==> src/rtl/cmpl_rob_pkg.sv <==
package cmpl_rob_pkg;

    typedef enum logic [1:0] {
        OCC_EMPTY = 2'd0,
        OCC_BUSY  = 2'd1,
        OCC_FULL  = 2'd2
    } occ_state_e;

endpackage

==> src/rtl/cmpl_rob_ctrl.sv <==
module cmpl_rob_ctrl
    import cmpl_rob_pkg::*;
#(
    parameter int SLOTS = 16,
    localparam int TAG_W = $clog2(SLOTS),
    localparam int CNT_W = $clog2(SLOTS + 1)
) (
    input  logic             clk,
    input  logic             rst_n,
    input  logic             alloc_req,
    input  logic             drain_req,
    input  logic             head_valid,
    output logic             alloc_ok,
    output logic             drain_ok,
    output logic             alloc_fire,
    output logic             drain_fire,
    output logic [TAG_W-1:0] wr_ptr,
    output logic [TAG_W-1:0] rd_ptr
);

    localparam logic [CNT_W-1:0] CNT_ONE  = CNT_W'(1);
    localparam logic [CNT_W-1:0] CNT_LAST = CNT_W'(SLOTS - 1);
    localparam logic [TAG_W-1:0] PTR_TOP  = TAG_W'(SLOTS - 1);

    occ_state_e       state, state_nx;
    logic [CNT_W-1:0] occ_cnt;

    // outputs decoded from the occupancy state
    always_comb begin
        alloc_ok = 1'b0;
        drain_ok = 1'b0;
        unique case (state)
            OCC_EMPTY: alloc_ok = 1'b1;
            OCC_BUSY: begin
                alloc_ok = 1'b1;
                drain_ok = head_valid;
            end
            OCC_FULL:  drain_ok = head_valid;
            default: ;
        endcase
    end

    assign alloc_fire = alloc_req && alloc_ok;
    assign drain_fire = drain_req && drain_ok;

    always_comb begin
        state_nx = state;
        unique case (state)
            OCC_EMPTY: if (alloc_fire) state_nx = OCC_BUSY;
            OCC_BUSY: begin
                if (alloc_fire && !drain_fire && occ_cnt == CNT_LAST)
                    state_nx = OCC_FULL;
                else if (drain_fire && !alloc_fire && occ_cnt == CNT_ONE)
                    state_nx = OCC_EMPTY;
            end
            OCC_FULL:  if (drain_fire) state_nx = OCC_BUSY;
            default:   state_nx = OCC_EMPTY;
        endcase
    end

    always_ff @(posedge clk) begin
        if (!rst_n) state <= OCC_EMPTY;
        else        state <= state_nx;
    end

    always_ff @(posedge clk) begin
        if (!rst_n) begin
            occ_cnt <= '0;
            wr_ptr  <= '0;
            rd_ptr  <= '0;
        end else begin
            if (alloc_fire && !drain_fire)      occ_cnt <= occ_cnt + CNT_ONE;
            else if (drain_fire && !alloc_fire) occ_cnt <= occ_cnt - CNT_ONE;
            if (alloc_fire) wr_ptr <= (wr_ptr == PTR_TOP) ? '0 : wr_ptr + 1'b1;
            if (drain_fire) rd_ptr <= (rd_ptr == PTR_TOP) ? '0 : rd_ptr + 1'b1;
        end
    end

    assert_empty_state_R1: assert property (@(posedge clk) disable iff (!rst_n)
        (state == OCC_EMPTY) == (occ_cnt == '0));
    assert_full_state_R3: assert property (@(posedge clk) disable iff (!rst_n)
        (state == OCC_FULL) == (occ_cnt == CNT_W'(SLOTS)));
    assert_wr_wrap_R2: assert property (@(posedge clk) disable iff (!rst_n)
        (alloc_fire && wr_ptr == PTR_TOP) |=> wr_ptr == '0);
    assert_rd_wrap_R7: assert property (@(posedge clk) disable iff (!rst_n)
        (drain_fire && rd_ptr == PTR_TOP) |=> rd_ptr == '0);
    assert_cnt_down_R7: assert property (@(posedge clk) disable iff (!rst_n)
        (drain_fire && !alloc_fire) |=> occ_cnt == $past(occ_cnt) - CNT_ONE);
    assert_cnt_hold_R8: assert property (@(posedge clk) disable iff (!rst_n)
        (drain_fire && alloc_fire) |=> $stable(occ_cnt));

endmodule

==> src/rtl/cmpl_rob_flags.sv <==
module cmpl_rob_flags #(
    parameter int SLOTS = 16,
    localparam int TAG_W = $clog2(SLOTS)
) (
    input  logic             clk,
    input  logic             rst_n,
    input  logic             alloc_fire,
    input  logic [TAG_W-1:0] wr_ptr,
    input  logic             drain_fire,
    input  logic [TAG_W-1:0] rd_ptr,
    input  logic             fill_en,
    input  logic [TAG_W-1:0] fill_tag,
    output logic             head_valid
);

    logic [SLOTS-1:0] vld;

    for (genvar s = 0; s < SLOTS; s++) begin : g_flag
        always_ff @(posedge clk) begin
            if (!rst_n) begin
                vld[s] <= 1'b0;
            end else if (fill_en && fill_tag == TAG_W'(s)) begin
                vld[s] <= 1'b1;
            end else if ((alloc_fire && wr_ptr == TAG_W'(s)) ||
                         (drain_fire && rd_ptr == TAG_W'(s))) begin
                vld[s] <= 1'b0;
            end
        end
    end

    assign head_valid = vld[rd_ptr];

    assert_fill_sets_R4: assert property (@(posedge clk) disable iff (!rst_n)
        fill_en |=> vld[$past(fill_tag)]);
    assert_drain_clears_R9: assert property (@(posedge clk) disable iff (!rst_n)
        (drain_fire && !(fill_en && fill_tag == rd_ptr)) |=> !vld[$past(rd_ptr)]);
    assert_alloc_clears_R9: assert property (@(posedge clk) disable iff (!rst_n)
        (alloc_fire && !(fill_en && fill_tag == wr_ptr)) |=> !vld[$past(wr_ptr)]);

endmodule

==> src/rtl/cmpl_rob_store.sv <==
module cmpl_rob_store #(
    parameter int SLOTS  = 16,
    parameter int DATA_W = 32,
    localparam int TAG_W = $clog2(SLOTS)
) (
    input  logic              clk,
    input  logic              fill_en,
    input  logic [TAG_W-1:0]  fill_tag,
    input  logic [DATA_W-1:0] fill_data,
    input  logic [TAG_W-1:0]  rd_ptr,
    output logic [DATA_W-1:0] rd_data
);

    logic [DATA_W-1:0] mem [SLOTS];

    always_ff @(posedge clk) begin
        if (fill_en) mem[fill_tag] <= fill_data;
    end

    assign rd_data = mem[rd_ptr];

endmodule

==> src/rtl/cmpl_reorder_buf.sv <==
module cmpl_reorder_buf #(
    parameter int SLOTS  = 16,
    parameter int DATA_W = 32,
    localparam int TAG_W = $clog2(SLOTS)
) (
    input  logic              clk,
    input  logic              rst_n,
    input  logic              alloc_req,
    output logic              alloc_ok,
    output logic [TAG_W-1:0]  alloc_tag,
    input  logic              fill_en,
    input  logic [TAG_W-1:0]  fill_tag,
    input  logic [DATA_W-1:0] fill_data,
    input  logic              drain_req,
    output logic              drain_ok,
    output logic [DATA_W-1:0] drain_data
);

    logic             alloc_fire, drain_fire, head_valid;
    logic [TAG_W-1:0] wr_ptr, rd_ptr;

    cmpl_rob_ctrl #(.SLOTS(SLOTS)) ctrl_i (
        .clk(clk), .rst_n(rst_n),
        .alloc_req(alloc_req), .drain_req(drain_req), .head_valid(head_valid),
        .alloc_ok(alloc_ok), .drain_ok(drain_ok),
        .alloc_fire(alloc_fire), .drain_fire(drain_fire),
        .wr_ptr(wr_ptr), .rd_ptr(rd_ptr)
    );

    cmpl_rob_flags #(.SLOTS(SLOTS)) flags_i (
        .clk(clk), .rst_n(rst_n),
        .alloc_fire(alloc_fire), .wr_ptr(wr_ptr),
        .drain_fire(drain_fire), .rd_ptr(rd_ptr),
        .fill_en(fill_en), .fill_tag(fill_tag),
        .head_valid(head_valid)
    );

    cmpl_rob_store #(.SLOTS(SLOTS), .DATA_W(DATA_W)) store_i (
        .clk(clk), .fill_en(fill_en), .fill_tag(fill_tag),
        .fill_data(fill_data), .rd_ptr(rd_ptr), .rd_data(drain_data)
    );

    assign alloc_tag = wr_ptr;

    assert_drain_gate_R5: assert property (@(posedge clk) disable iff (!rst_n)
        drain_ok |-> head_valid);
    assert_full_blocks_R3: assert property (@(posedge clk) disable iff (!rst_n)
        (alloc_req && !alloc_ok) |=> $stable(alloc_tag));

endmodule

==> config.mk <==
export PLATFORM = sky130hd
export DESIGN_NAME = cmpl_reorder_buf
export DESIGN_NICKNAME = d
export VERILOG_FILES = /design/src/rtl/cmpl_rob_pkg.sv /design/src/rtl/cmpl_rob_ctrl.sv /design/src/rtl/cmpl_rob_flags.sv /design/src/rtl/cmpl_rob_store.sv /design/src/rtl/cmpl_reorder_buf.sv
export SDC_FILE = /design/constraint.sdc
export NUM_CORES = 1
export LEC_CHECK = 0
export BUFFER_PORTS_ARGS = -buffer_cell sky130_fd_sc_hd__buf_2
export CAP_MARGIN = 30
export CORE_ASPECT_RATIO = 1.25
export CORE_MARGIN = 2
export CORE_UTILIZATION = 66
export DETAILED_ROUTE_END_ITERATION = 7
export GPL_TIMING_DRIVEN = 0
export PLACE_DENSITY = 0.84
export SYNTH_ARGS = -nofsm -noshare
export SYNTH_HDL_FRONTEND = slang
export SYNTH_HIERARCHICAL = 1
export SYNTH_SLANG_ARGS = --single-unit
==> constraint.sdc <==
create_clock -name clk -period 10 [get_ports clk]
set_clock_uncertainty 0.2 [all_clocks]
set_input_delay 1.5 -clock clk [delete_from_list [all_inputs] [get_ports clk]]
set_output_delay 1.5 -clock clk [all_outputs]
set_load 0.02 [all_outputs]
# [After elaboration in Yosys (flattened, before gate mapping)]
# Memories as Yosys holds them, arrays and structs flattened. A register that Yosys moved wholly into a read port is not among the register bits.
# Cells that the tools add are included.
[totals] mem_bits_rw=512 ff_bits=31 out_inout_bits=38 in_bits=41 memories=1
[memory_table] name="store_i.mem" words=16 word_bits=32 read_ports=1 rd_ports_with_merged_regs=1 write_ports=1 line="cmpl_rob_store.sv:14" source="logic [DATA_W-1:0] mem [SLOTS];"
[classes] order_cmp=1 n_eq_ne=52 n_addsub=4 mux=49 reduce_logical=96
[ops] op="equality test 4 bit, second input constant" n=24
[ops] op="logical AND 1 bit" n=54
[ops] op="equality test 4 x 3 -> 1 bit, second input constant" n=12
[ops] op="2-to-1 mux 1 bit" n=37
[ops] op="nonzero test 2 bit" n=17
[ops] op="equality test 4 x 2 -> 1 bit, second input constant" n=6
[ops] op="logical OR 1 bit" n=16
[ops] op="2-to-1 mux 4 bit" n=4
[ops] op="equality test 4 x 1 -> 1 bit, second input constant" n=3
[ops] op="logical NOT 4 bit" n=3
[ops] op="2-to-1 mux 5 bit" n=2
[ops] op="adder 4 x 1 -> 4 bit, second input constant" n=2
[ops] op="2-to-1 mux 2 bit" n=4
[ops] op="case mux 2 bit (3 select lines)" n=1
[ops] op="adder 5 x 1 -> 5 bit, second input constant" n=1
[ops] op="equality test 5 x 1 -> 1 bit, second input constant" n=1
[ops] op="equality test 5 x 4 -> 1 bit, second input constant" n=1
[ops] op="< comparator 4 x 5 -> 1 bit, second input constant" n=1
[ops] op="subtractor 5 x 1 -> 5 bit, second input constant" n=1
[ops] op="binary-select mux 1 bit (select 4 bit)" n=1
[ops] op="!= test 2 x 1 -> 1 bit, second input constant" n=2
[ops] op="OR reduction 2 bit" n=2
[ops] op="!= test 3 x 1 -> 1 bit, second input constant" n=1
[ops] op="AND reduction 3 bit" n=1
[ops] op="4 further kinds" n=5

# [Depth between registers and ports, before layout]
# Gate-level depths: netlist (run 1).
[logic_depth] ltp_word=10 mapped_depth=11 depth_no_buf=9

# [By module]
# The synthesis (run 1) kept the hierarchy.
[modules_own_cells] mod="cmpl_rob_store" n_inst=1 cells_each=806 seq_area_each_um2=15374.7 area_each_um2=19195.9
[modules_own_cells] mod="cmpl_rob_flags" n_inst=1 cells_each=119 seq_area_each_um2=320.3 area_each_um2=1052.3
[modules_own_cells] mod="cmpl_rob_ctrl" n_inst=1 cells_each=109 seq_area_each_um2=300.3 area_each_um2=933.4

# [Worst setup path before layout (run 1)]
# No wires, ideal clock.
[synth_path] path_kind="input port to flip-flop" start="in fill_tag[2]" end="mem store_i.mem[0][0], enable pin" arrival_ns=4.218 stages=2 slack_ns=5.120 n_path_buf=0 setup_ns=0.461 path_cell_list="or3b_2 > nor3_1"
[synth_rtl] element="start: declaration" line="cmpl_reorder_buf.sv:12" source="input logic [TAG_W-1:0] fill_tag,"
[synth_rtl] element="end: declaration" line="cmpl_rob_store.sv:14"
# Straight into the memory's write port.

==> results.md, run 1 <==
Routing:
- The overall routed net length is 52.62 mm.
- Dividing the detail-routed via count by the number of cells gives 7.188.
- In the routed design, unresolved DRC markers number 0.
- The overall via count from detail_route is 11.81k.
- The post-detailed-route wirelength per cell is 32.03 um.
- The number of iterations in the first detailed-routing pass is 7.
- After the first detailed-routing iteration, the DRC count stood at 1478.
- The detail route stage leaves a number of antenna-violating nets equal to 0.

Setup path:
- The critical path data arrival time is 3.38 ns.
- The endpoint identified for the worst register-to-register timing path is ctrl_i/occ_cnt[2].
- The worst setup path is captured at a primary output.
- The launch point of the worst reg-to-reg path is ctrl_i/rd_ptr[0].
- For flop-to-flop paths, the worst setup slack is 6.55 ns.
- The library cell contributing the largest single delay on the critical path is sky130_fd_sc_hd__buf_1.
- Of all nets on the critical path, the largest fanout is 12.
- The cell with the most instances on the worst path is sky130_fd_sc_hd__buf_2.
- The critical path start-end classification is flop to primary output.
- The delay of the slowest cell on the worst path is 0.73 ns.
- The kind of launch point of the worst setup path is a flop.
- Data on the critical path is required at its endpoint by 8.30 ns.
- Walking the worst path, the cells encountered are buf_2 -> buf_1 -> mux4_2 -> a22oi_1 -> nand2_1 -> buf_2.
- The number of cells traversed by the worst register-to-register path is 9.

Synth:
- The Yosys step of the flow raised 6 warnings.
- Dividing the synthesized area by the synthesized cell count gives 20.49 sq um.
- The sequential share of the synthesized area is 0.7552.
- Yosys attributes the largest share of cell area to sky130_fd_sc_hd__edfxtp_1 73%, sky130_fd_sc_hd__mux4_2 14%, sky130_fd_sc_hd__dfxtp_1 2.9%.
- The number of distinct standard cells referenced by the synthesized netlist is 48.
- After synthesis the netlist holds a flip-flop and latch count of 543.
- The cell type with the largest total area after synthesis is sky130_fd_sc_hd__edfxtp_1.
- The net count of the mapped netlist is 1087.
- Counting instances in the post-synthesis netlist gives the leading cell types as 512 x sky130_fd_sc_hd__edfxtp_1, 131 x sky130_fd_sc_hd__mux4_2, 69 x sky130_fd_sc_hd__a22oi_1.
- The area fraction of the dominant cell type after synthesis is 0.7259.
- The count of flip-flops with a built-in enable after synthesis is 512.
- The gate count after technology mapping is 1034.
- The most used standard cell by instance count after synthesis is sky130_fd_sc_hd__edfxtp_1.
- The predominant post-synthesis flop cell is sky130_fd_sc_hd__edfxtp_1.
- Counting flops with an async set or reset pin after synthesis yields a share of 0.
- The mapped netlist covers 21180 sq um.

Hold path:
- For hold timing, the worst endpoint is flags_i/vld[12].
- The path class of the tightest hold or removal check is flop to flop.
- The hold path startpoint is flags_i/vld[12].
- The worst hold path stage count is 2.

Power and ir drop:
- The peak ir drop on the vdd network is 0.1587 mV.
- For this design the ratio of total power to cell area is 193.1 nW/um^2.
- The leakage dissipation is 0.007724 uW.

Clock network:
- TritonCTS built the clock tree.
- The count of hold buffers inserted by post-cts repair is 0.
- In this run the post-CTS setup repair buffer count came out at 0.
- The deepest clock path buffer count is 3.
- The post-cts gate resize count is 0.
- For this design, the sink count on the clock tree is 543.
- Counting the buffers created by CTS gives 49.
- The latest clock arrival within the worst-skew pair is 0.57 ns.
- The clock edge transition at the registers on the reported setup and hold paths is 0.06 ns.
- The H-tree level count is 2.
- The root buffer cell chosen for the clock tree is sky130_fd_sc_hd__clkbuf_16.

Placed design:
- The HPWL after detailed placement is 30.08 mm.
- The pre-CTS setup slack is 5.639 ns.
- The global placer's final weighted congestion is 0.8962.
- Input and output buffers added on the ports amount to 78.

Status:
- The flow ran to the end, and the final reports show no timing, DRC or antenna violations.

Layout:
- After the last flow step, the layout net total stands at 1242.
- Summing all flip-flop and latch instances after layout gives 16000 sq um.
- From synthesis to final layout, the design area changed by 14.64%.
- The multi-input gate area in the final layout is 5000 sq um.
- The number of filler cells placed in the layout is 1520.
- The share of post-route cells with drive strength above 1 is 0.2894.

STA:
- Setup total negative slack on the finished layout was measured at 0 ns.
- Of the available clock period, the critical path in the final layout requires 0.5080.
- The time the worst path needs with I/O delays and setup is 5.080 ns.
- The tightest slew margin relative to the limit is 0.3061.
- The number of max-slew violations in the final report is 0.
- The number of failing setup endpoints in the final timing report is 0.
- Setup slack closes at 4.920 ns.
- Based on the critical path, the design can be clocked at up to 0.1968 GHz.
- The hold violation total from the final report is 0.
- The pin slew with the least headroom to its limit is 1.035 ns.
- Setup repair after global routing left no endpoint under its margin.

Global routing:
- Summed over all layers, the global routing overflow is 0.
- The overall track demand over capacity in global routing is 0.3233.
- The first-pass GRT wire length is 77.27 mm.
- The maximum number of pins on one net before global-route repair is 25.
- The number of antenna violations at the first check in global routing was 2.
- The via count of the first global-routing pass came to 12.12k.

Floorplanning:
- The die width is 164.2 um.
- From bottom edge to top edge, the die measures 204.3 um.
- The starting density of the core is 0.6683.
- The die area is 33550 sq um.
- The number of placement rows is 73.
- The core region is 31690 sq um.
- Pin placement for this block handled 79 I/O pins.

Flow run:
- Max-cap violations in this run came to 0.
-- cells by family after synthesis --
| logic type | after synthesis | synth area share |
|---|---|---|
| buf+inv | 62 | 0.01400 |
| simple gates | 169 | 0.04105 |
| fa+ha+maj | 12 | 0.007088 |
| xor+xnor | 5 | 0.002068 |
| compound gates | 108 | 0.03869 |
| mux | 135 | 0.1419 |
| flops | 543 | 0.7552 |
-- cell usage in the layout (no fill, tap or decap), types with 4 or more instances in the layout --
cell type / n
sky130_fd_sc_hd__a21boi_0: 8
sky130_fd_sc_hd__a21oi_1: 4
sky130_fd_sc_hd__a22oi_1: 69
sky130_fd_sc_hd__a32oi_1: 13
sky130_fd_sc_hd__and2_1: 8
sky130_fd_sc_hd__and3_1: 4
sky130_fd_sc_hd__buf_1: 9
sky130_fd_sc_hd__buf_12: 9
sky130_fd_sc_hd__buf_2: 89
sky130_fd_sc_hd__buf_4: 11
sky130_fd_sc_hd__buf_6: 13
sky130_fd_sc_hd__bufinv_16: 7
sky130_fd_sc_hd__clkbuf_1: 25
sky130_fd_sc_hd__clkbuf_16: 51
sky130_fd_sc_hd__clkinv_1: 13
sky130_fd_sc_hd__clkinv_2: 8
sky130_fd_sc_hd__dfxtp_1: 31
sky130_fd_sc_hd__edfxtp_1: 512
sky130_fd_sc_hd__ha_1: 12
sky130_fd_sc_hd__inv_1: 10
sky130_fd_sc_hd__mux4_2: 131
sky130_fd_sc_hd__nand2_1: 57
sky130_fd_sc_hd__nand3_1: 18
sky130_fd_sc_hd__nand3b_1: 8
sky130_fd_sc_hd__nand4_1: 7
sky130_fd_sc_hd__nor2_1: 11
sky130_fd_sc_hd__nor2_4: 12
sky130_fd_sc_hd__nor2b_1: 23
sky130_fd_sc_hd__nor3_2: 4
-- through the flow --
step / power, uW / std cells / area, sq um / util / hold slack, ns
2_1_floorplan: 2714 / 1034 / 21180 / - / 0.2380
5_1_grt: 4796 / 1643 / 24280 / 0.7662 / 0.3456
6_report: 4689 / 1643 / 24280 / 0.7662 / 0.2788
3_3_place_gp: 2778 / 1524 / 22090 / 0.6969 / 0.2541
4_1_cts: 4702 / 1642 / 24280 / 0.7661 / 0.2829
3_5_place_dp: 2801 / 1550 / 22630 / 0.7139 / 0.2790
-- per-layer routing --
metal  vias up  share of wire  track usage  wire length, um
met2      1008           0.52       0.5317            27110
met3       185           0.11      0.06291             5576
met1      5986           0.34       0.4263            17810
met5         -        0.00025            0               13
li1       4629              -            -                -
met4         2          0.040       0.1441             2111
-- worst max-delay path by stage --
stage | startpoint | endpoint | slack (ns) | depth (start not counted)
floorplan | fill_tag[2] | store_i/mem[0][0] | 5.12 | 2
global placement | fill_tag[2] | store_i/mem[0][13] | 2.67 | 3
detailed placement | ctrl_i/rd_ptr[1] | drain_data[28] | 5.64 | 6
CTS | ctrl_i/rd_ptr[1] | drain_data[18] | 4.98 | 6
global route | ctrl_i/rd_ptr[1] | drain_data[18] | 4.83 | 6
finish | ctrl_i/rd_ptr[1] | drain_data[7] | 4.92 | 6
-- critical path: cells and delay by family (launching register included) --
kind / cells / cell delay (ns)
AOI/OAI and AO/OA: 1 / 0.31
buffers and inverters: 3 / 1.29
DFF: 1 / 0.64
muxes: 1 / 0.45
and+or+nand+nor: 1 / 0.10
-- report_power, final --
group          switching (uW)  total, uW  internal, uW
Combinational             124        196          72.2
Sequential               26.0       2560          2540
Clock                     814       1930          1110
Total                     964       4690          3720
-- final cells by class --
class / count / area share
buffer: 52 / 0.01067
clock inverter: 35 / 0.01468
clock buffer: 57 / 0.05348
inverter: 10 / 0.001546
multi-input combinational: 429 / 0.2059
sequential: 543 / 0.6587
antenna: 1 / 0.0001031
timing repair buffer: 104 / 0.03370
tap: 412 / 0.02123
-- sequential cells by signal (all words and copies together), names as in the netlist --
name,cells
ctrl_i/state,2
ctrl_i/rd_ptr,4
ctrl_i/wr_ptr,4
store_i/mem,512
flags_i/vld,16
ctrl_i/occ_cnt,5
No activity file was read; power rests on OpenSTA's default activity.
==> inputs of run 2 (changes only) <==
--- a/config.mk
+++ b/config.mk
@@ -5,14 +5,15 @@
 export SDC_FILE = /design/constraint.sdc
 export NUM_CORES = 1
 export LEC_CHECK = 0
+export ABC_AREA = 1
 export BUFFER_PORTS_ARGS = -buffer_cell sky130_fd_sc_hd__buf_2
 export CAP_MARGIN = 30
 export CORE_ASPECT_RATIO = 1.25
 export CORE_MARGIN = 2
-export CORE_UTILIZATION = 66
+export CORE_UTILIZATION = 62
 export DETAILED_ROUTE_END_ITERATION = 7
 export GPL_TIMING_DRIVEN = 0
-export PLACE_DENSITY = 0.84
+export PLACE_DENSITY = 0.8
 export SYNTH_ARGS = -nofsm -noshare
 export SYNTH_HDL_FRONTEND = slang
 export SYNTH_HIERARCHICAL = 1
==> constraint.sdc (replaced) <==
create_clock -name clk -period 4.84 [get_ports clk]
set_clock_uncertainty 0.2 [all_clocks]
set_input_delay 0.726 -clock clk [delete_from_list [all_inputs] [get_ports clk]]
set_output_delay 0.726 -clock clk [all_outputs]
set_load 0.02 [all_outputs]
==> results.md, run 2 <==
Status:
- The flow ran to the end, and the final reports show no timing, DRC or antenna violations.

Routing:
- Dividing the detail-routed wire length by the instance count gives 21.49 um.
- For this block, the via count after detailed routing is 17.97k.
- The final layout contains routed wiring with a total length of 66.46 mm.
- The number of nets with antenna violations after routing is 0.
- The vias per cell is 5.809.
- The number of iterations in the first detailed-routing pass is 5.
- The starting DRC count in detailed routing is 2210.
- The DRC violations left is 0.

Synth:
- Averaged over all synthesized cells, the footprint is 10.01 sq um.
- After synthesis, the cell types taking the most area are sky130_fd_sc_hd__edfxtp_1 64%, sky130_fd_sc_hd__nand2_1 12%, sky130_fd_sc_hd__nand3_1 8.7%.
- The Yosys warning count is 6.
- The biggest area contributor in the post-synthesis netlist is sky130_fd_sc_hd__edfxtp_1.
- The number of nets handed over by synthesis was 2468.
- The area fraction of the dominant cell type after synthesis is 0.6359.
- In the synthesized netlist the dominant register cell turns out to be sky130_fd_sc_hd__edfxtp_1.
- After synthesis, the most frequently instantiated cells are 792 x sky130_fd_sc_hd__nand2_1, 512 x sky130_fd_sc_hd__edfxtp_1, 427 x sky130_fd_sc_hd__inv_1.
- The synthesized area is 24180 sq um.
- Yosys instantiated no cell more often than sky130_fd_sc_hd__nand2_1.
- In the synthesized netlist, the number of instances is 2415.
- The sequential share of the synthesized area is 0.6615.
- In this run, distinct cell masters in the synthesized netlist total 35.
- The share of synthesized flip-flops with an asynchronous set or reset is 0.
- The count of flip-flops with a built-in enable after synthesis is 512.
- The number of register bits inferred by synthesis is 543.

Global routing:
- Summed over all layers, the global routing overflow is 0.
- The first global-routing pass estimated 99.21 mm of wire.
- The met2 global-route usage is 0.5566.
- The via count of the first global-routing pass is 18.03k.
- The maximum number of pins on one net before global-route repair is 23.
- The number of antenna violations at the first check in global routing is 0.
- For met3 alone, demand over resource in global routing was 0.05764.
- The overall track demand over capacity in global routing is 0.3256.
- The most used routing layer in global routing is met2.
- For met1 alone, demand over resource in global routing was 0.3875.

Setup path:
- The launch point of the worst path is ctrl_i/rd_ptr[3].
- The kind of cell with the highest combined delay on the critical path is buffers and inverters.
- The total buffers and inverters traversed by the critical path is 4.
- The critical path data arrival time is 2.97 ns.
- The library cell contributing the largest single delay on the critical path is sky130_fd_sc_hd__clkbuf_1.
- The kind of launch point of the worst setup path is a flop.
- The critical path is of the flop to primary output type.
- The required time reported for the critical path endpoint is 3.91 ns.
- The capturing point of the worst reg2reg path is flags_i/vld[2].
- The largest single stage delay on the critical path is 0.56 ns.
- In this run the register-to-register setup slack is 1.98 ns.
- The worst setup path endpoint is drain_data[17].
- The worst register-to-register path begins at ctrl_i/rd_ptr[2].
- The largest fanout of any net on the critical path is 10.
- In this run the number of cells on the critical path is 6.
- Walking the worst path, the cells encountered are clkbuf_1 -> inv_1 -> buf_1 -> nand3_1 -> nand2_1 -> buf_2.
- For the worst flop-to-flop path, the logic depth is 13.
- The kind of capture point of the worst setup path is a primary output.

Layout:
- The repair_antennas step left the layout with diodes totalling 0.
- The register with the most flip-flops in the layout has 512 of them.
- From synthesis to final layout, the design area changed by 13.20%.
- store_i/mem holds more flip-flops than any other register.
- The share of post-route cells with drive strength above 1 is 0.1107.
- The largest registers in the layout are store_i/mem (512), flags_i/vld (16), ctrl_i/occ_cnt (5).
- Leaving out fill and tap cells, the most frequent cells in the layout are 792 x sky130_fd_sc_hd__nand2_1, 512 x sky130_fd_sc_hd__edfxtp_1, 427 x sky130_fd_sc_hd__inv_1, 419 x sky130_fd_sc_hd__nand3_1, 120 x sky130_fd_sc_hd__buf_2.
- Summing all flip-flop and latch instances after layout gives 16000 sq um.
- The multi-input gate area in the final layout is 5922 sq um.
- Leaving out fill and tap cells, the most frequent cell in the layout is sky130_fd_sc_hd__nand2_1.
- The final net count is 2614.
- After filler insertion, the fill cell instance count of the layout stands at 2502.

STA:
- In this run the tightest slew margin relative to its limit is 0.3826.
- The number of max-slew violations in the final report is 0.
- Setup total negative slack on the finished layout was measured at 0 ns.
- The hold violation total from the final report is 0.
- The minimum hold slack is 0.2672 ns.
- Setup repair after global routing left no endpoint under its margin.
- The routed design could run at a clock period as short as 3.894 ns.
- Derived from the worst setup path, the maximum achievable clock frequency is 0.2568 GHz.
- Of the available clock period, the critical path in the final layout requires 0.8046.
- The number of failing setup endpoints in the final timing report is 0.
- At the pin with the least slew margin, the transition time is 0.9261 ns.

Floorplanning:
- The die outline height is 224.8 um.
- The starting density of the core is 0.6307.
- Row generation in the floorplan step produced 80 rows.
- The top-level I/O count is 79.
- The die is 180.6 um wide.
- The core footprint is 38340 sq um.
- The die covers 40600 sq um.

Clock network:
- In this run the number of H-tree levels came out at 2.
- For this design, the CTS-stage hold fixing added 0 buffers.
- The post-CTS setup-driven buffer insertion count is 0.
- The clock edge transition at the registers on the reported setup and hold paths is 0.06 ns.
- TritonCTS created 50 clock buffers.
- The root buffer cell chosen for the clock tree is sky130_fd_sc_hd__clkbuf_16.
- After clock tree synthesis, the repair step resized 0 gates.
- The clock passes through at most 3 buffers.
- The CTS tree is yes.
- The tree built by TritonCTS fans out to 543 sinks.
- The latest clock arrival within the worst-skew pair is 0.58 ns.

Placed design:
- Summed over all nets, the half-perimeter wirelength after detailed placement is 42.79 mm.
- The global placer's final weighted congestion is 0.8810.
- The total of buffers placed on input and output ports is 78.

Flow run:
- The number of maximum-capacitance constraint violations is 0.

Power and ir drop:
- Across the VDD grid, the largest voltage drop is 0.2939 mV.
- For this design the static power due to leakage is 0.01173 uW.
- The power density normalized to cell area is 374.2 nW/um^2.

Hold path:
- The worst hold-check path type is input pin to flop.
==> run 2: cell count changes after synthesis, moves of 13 or more <==
| cell | before | now |
|---|---|---|
| sky130_fd_sc_hd__nand2_1 | 57 | 792 |
| sky130_fd_sc_hd__inv_1 | 10 | 427 |
| sky130_fd_sc_hd__nand3_1 | 18 | 419 |
| sky130_fd_sc_hd__mux4_2 | 131 | 0 |
| sky130_fd_sc_hd__a22oi_1 | 69 | 0 |
| sky130_fd_sc_hd__buf_2 | 11 | 42 |
| sky130_fd_sc_hd__buf_6 | 1 | 30 |
| sky130_fd_sc_hd__a21oi_1 | 4 | 30 |
| sky130_fd_sc_hd__nor2b_1 | 23 | 0 |
| sky130_fd_sc_hd__nor2_1 | 23 | 44 |
| sky130_fd_sc_hd__a32oi_1 | 13 | 0 |
==> run 2: layout make-up <==
type,instances,share of cell area
plain buffers,111,0.02743
flip-flops and latches,543,0.5844
repair buffers,94,0.02843
well taps,492,0.02249
clock inverters,33,0.01358
inverters,434,0.05961
clock buffers,59,0.04772
multi-input cells,1327,0.2164
==> run 2: kinds of logic (layout without fill, tap and decap cells) <==
family	count (synthesis)	in the layout	share of synthesized area
buffers and inverters	545	731	0.09853
adder cells (fa/ha/maj)	12	12	0.006209
AND/OR/NAND/NOR	1275	1275	0.2243
XOR/XNOR	3	3	0.001087
AO/OA/AOI/OAI	37	37	0.008383
flip-flops	543	543	0.6615
==> run 2: how the worst min path moves through the flow <==
stage,start,end,slack (ns),cells past startpoint
5_1_grt,alloc_req,ctrl_i/wr_ptr[1],0.26,3
3_5_place_dp,flags_i/vld[12],flags_i/vld[12],0.28,2
4_1_cts,alloc_req,ctrl_i/wr_ptr[1],0.24,3
6_report,alloc_req,ctrl_i/wr_ptr[1],0.27,3
2_1_floorplan,flags_i/vld[12],flags_i/vld[12],0.26,2
3_3_place_gp,flags_i/vld[14],flags_i/vld[14],0.27,2
==> run 2: worst reg2reg max path, cell delays in order (launching register included) <==
cell	delay, ns
sky130_fd_sc_hd__dfxtp_1	0.63
sky130_fd_sc_hd__inv_1	0.08
sky130_fd_sc_hd__nor2_1	0.28
sky130_fd_sc_hd__nand2_1	0.10
sky130_fd_sc_hd__nand2_1	0.06
sky130_fd_sc_hd__inv_1	0.06
sky130_fd_sc_hd__nand2_1	0.16
sky130_fd_sc_hd__nand3_4	0.15
sky130_fd_sc_hd__inv_1	0.18
sky130_fd_sc_hd__inv_1	0.15
sky130_fd_sc_hd__nor2_1	0.40
sky130_fd_sc_hd__nand2_1	0.10
sky130_fd_sc_hd__nand3_1	0.11
sky130_fd_sc_hd__a21oi_1	0.06
==> run 2: metal layers <==
metal  vias to the layer above  routed length, um
li1                       8069                  -
met1                      8348              22130
met2                      1255              32790
met3                       295               7440
met4                         0               4104
met5                         -                  0
==> run 2: power by group <==
part / total, uW / internal, uW / switching (uW)
combinational: 845 / 263 / 582
sequential: 5320 / 5260 / 64.9
clock: 4070 / 2360 / 1710
total: 10200 / 7880 / 2360
==> run 2: stage by stage <==
| stage | instances | util | area [sq um] | setup slack [ns] | power [uW] |
|---|---|---|---|---|---|
| after global placement | 2985 | 0.6570 | 25190 | 0.2123 | 6188 |
| after CTS | 3093 | 0.7140 | 27370 | 1.069 | 10250 |
| after floorplan | 2415 | - | 24180 | 1.921 | 5944 |
| after global routing | 3093 | 0.7140 | 27370 | 0.9715 | 10520 |
| after detailed placement | 3001 | 0.6702 | 25690 | 1.710 | 6249 |
| final | 3093 | 0.7140 | 27370 | 0.9459 | 10240 |
==> inputs of run 3 (changes only) <==
--- a/config.mk
+++ b/config.mk
@@ -10,10 +10,10 @@
 export CAP_MARGIN = 30
 export CORE_ASPECT_RATIO = 1.25
 export CORE_MARGIN = 2
-export CORE_UTILIZATION = 62
+export CORE_UTILIZATION = 56
 export DETAILED_ROUTE_END_ITERATION = 7
 export GPL_TIMING_DRIVEN = 0
-export PLACE_DENSITY = 0.8
+export PLACE_DENSITY = 0.76
 export SYNTH_ARGS = -nofsm -noshare
 export SYNTH_HDL_FRONTEND = slang
 export SYNTH_HIERARCHICAL = 1
==> constraint.sdc (replaced) <==
create_clock -name clk -period 3.5 [get_ports clk]
set_clock_uncertainty 0.2 [all_clocks]
set_input_delay 0.525 -clock clk [delete_from_list [all_inputs] [get_ports clk]]
set_output_delay 0.525 -clock clk [all_outputs]
set_load 0.02 [all_outputs]
==> results.md, run 3 (synthesized netlist as in run 2, its figures left out) <==
Global routing:
- The overflow left after global routing is 0.
- The first-pass GRT wire length is 98.84 mm.
- The number of antenna violations at the first check in global routing is 1.
- The via count of the first global-routing pass is 17.59k.
- The maximum number of pins on one net before global-route repair is 23.
- The overall track demand over capacity in global routing is 0.2940.

Placed design:
- Port buffering added 78 buffers.
- The global placer's final weighted congestion is 0.8594.
- In this run the cell area measured after placement is 25770 sq um.
- The HPWL after detailed placement is 43.46 mm.
- Timing analysis after detailed placement gives a worst setup slack of 0.5407 ns.

Power and ir drop:
- The peak ir drop on the vdd network is 0.4419 mV.
- The leakage dissipation is 0.01165 uW.
- Power spread over the standard cell area amounts to 497.1 nW/um^2.

Routing:
- In the final routed layout, each cell accounts on average for 20.85 um.
- The overall via count from detail_route is 17.74k.
- The number of iterations in the first detailed-routing pass is 8.
- After detailed routing, the number of remaining DRC violations is 0.
- The met3 layer wire length in the routed design is 6.195 mm.
- The starting DRC count in detailed routing is 1916.
- The wire length on met1 is 23.35 mm.
- The overall routed net length is 65.92 mm.
- Using the TritonRoute via totals, the vias-per-cell ratio works out to 5.610.
- The number of nets with antenna violations after routing is 0.
- The met2 wirelength from detailed routing is 32.95 mm.
- The highest metal layer carrying signal wires in the routed design is met5.

Status:
- The run finished with clean final reports.

STA:
- The timing-limited maximum frequency is 0.2895 GHz.
- In the post-route analysis, the smallest setup slack over all paths is 0.04588 ns.
- Setup repair after global routing could not meet its margin everywhere.
- The pin slew with the least headroom to its limit is 0.9630 ns.
- The sum of negative setup slack is 0 ns.
- In the finished design, the share of the clock period the worst path needs comes to 0.9869.
- The number of max-slew violations in the final report is 0.
- Subtracting the final worst setup slack from the clock period gives 3.454 ns.
- The hold violation total from the final report is 0.
- The number of failing setup endpoints in the final timing report is 0.
- The tightest slew margin relative to the limit is 0.3580.

Setup path:
- STA puts the critical path data arrival time at 2.73 ns.
- The kind of launch point of the worst setup path is a flop.
- The critical path start-end classification is flop to primary output.
- The capturing point of the worst reg2reg path is ctrl_i/occ_cnt[3].
- The largest fanout of any net on the critical path is 10.
- The number of cells traversed by the worst register-to-register path is 15.
- In this run the critical register-to-register path is launched from ctrl_i/rd_ptr[2].
- In this run the register-to-register setup slack is 0.70 ns.
- The required time reported for the critical path endpoint is 2.77 ns.
- The worst setup path is captured at a primary output.

Layout:
- The top cell types in the final layout, fill and taps aside, are 792 x sky130_fd_sc_hd__nand2_1, 512 x sky130_fd_sc_hd__edfxtp_1, 427 x sky130_fd_sc_hd__inv_1, 419 x sky130_fd_sc_hd__nand3_1, 120 x sky130_fd_sc_hd__buf_2.
- The fraction of the core area covered by cells at the end of the flow is 0.6360.
- The final design area excluding fillers is 27260 sq um.
- The number of filler cells placed in the layout is 3158.
- The repair_antennas step left the layout with diodes totalling 0.
- The register with the most flip-flops is store_i/mem.
- Of the cells placed in the final design, the portion with a size suffix greater than 1 is 0.1109.
- The register with the most flip-flops in the layout has 512 of them.
- The leading cell type in the layout, fill and taps excluded is sky130_fd_sc_hd__nand2_1.
- The largest registers in the layout are store_i/mem (512), flags_i/vld (16), ctrl_i/occ_cnt (5).
- The area growth from synthesis to layout is 12.74%.
- The net count of the finished layout is 2614.

Hold path:
- The worst hold-check path type is input pin to flop.
- The worst hold path passes through 3 cells.
- In this run the most critical hold path is launched from alloc_req.
- The sink of the worst hold path is ctrl_i/wr_ptr[1].

Floorplanning:
- The die area is 44870 sq um.
- The starting density of the core is 0.5642.
- The die outline height is 236.3 um.
- The core footprint is 42860 sq um.
- The top-level I/O count is 79.
- The number of placement rows is 85.
- The die width is 189.9 um.

Clock network:
- The count of clock tree sinks is 543.
- The deepest clock path buffer count is 3.
- TritonCTS built the clock tree.
- The clock edge transition at the registers on the reported setup and hold paths is 0.06 ns.
- For the worst-skew pair, the clock arrives at the later sink with an insertion delay of 0.57 ns.
- The TritonCTS buffer count is 51.
- The root buffer selected by CTS is sky130_fd_sc_hd__clkbuf_16.
- The H-tree level count is 2.

Flow run:
- The number of maximum-capacitance constraint violations is 0.
-- run 3: changes by cell type in the layout (fill, tap and decap cells not counted), sizes merged --
cell / before / now
buf: 189 / 188
bufinv: 8 / 0
clkbuf: 75 / 81
clkinvlp: 0 / 2
inv: 438 / 435
-- run 3: worst max-delay path, cell delays in order (launching register included) --
cell and delay (ns):
sky130_fd_sc_hd__dfxtp_1 0.60, sky130_fd_sc_hd__buf_2 0.40, sky130_fd_sc_hd__clkbuf_1 0.57, sky130_fd_sc_hd__nand3_1 0.20
sky130_fd_sc_hd__nand3_1 0.14, sky130_fd_sc_hd__nand2_1 0.08, sky130_fd_sc_hd__buf_2 0.16
-- run 3: worst max path at each step --
stage,start,to,slack (ns),cells past startpoint
6_report,ctrl_i/rd_ptr[2],drain_data[3],0.05,6
5_1_grt,ctrl_i/rd_ptr[1],drain_data[6],0.007,7
4_1_cts,ctrl_i/rd_ptr[2],drain_data[21],0.07,6
3_5_place_dp,ctrl_i/rd_ptr[1],drain_data[10],0.54,7
3_3_place_gp,fill_tag[3],store_i/mem[15][31],-1.0,3
2_1_floorplan,fill_tag[2],store_i/mem[10][0],0.78,2
-- run 3: metrics by stage --
step	cells	hold WS (ns)	power (uW)
after floorplan	2415	0.2566	8220
after global placement	3058	0.2672	8552
after detailed placement	3074	0.2713	8642
after CTS	3162	0.06252	13580
after global routing	3162	0.08852	13960
final	3162	0.07852	13550
-- run 3: area by class of cell --
type	instances	area, sq um	area share
buffer	110	758.2	0.02781
clock buffer	65	1371	0.05031
clock inverter	24	111.4	0.004085
inverter	434	1632	0.05985
multi-input combinational	1327	5922	0.2172
sequential	543	16000	0.5868
tap	565	706.9	0.02593
timing repair buffer	94	763.2	0.02800
-- run 3: what timing repair did --
action | CTS | global route
hold buffers | 0 | 0
endpoints found under the hold margin | 0 | 0
buffers inserted | 0 | 0
gates resized for setup | 3 | 10
setup endpoints to repair | 10 | 9
-- run 3: per-layer routing --
metal,track usage,vias up
met1,0.3560,8378
li1,-,8075
met4,0.1515,2
met5,0,-
met3,0.04166,228
met2,0.5109,1055
-- run 3: where the power goes --
part	internal [uW]	switching, uW
sequential	7270	87.9
clock	2750	2280
combinational	363	800
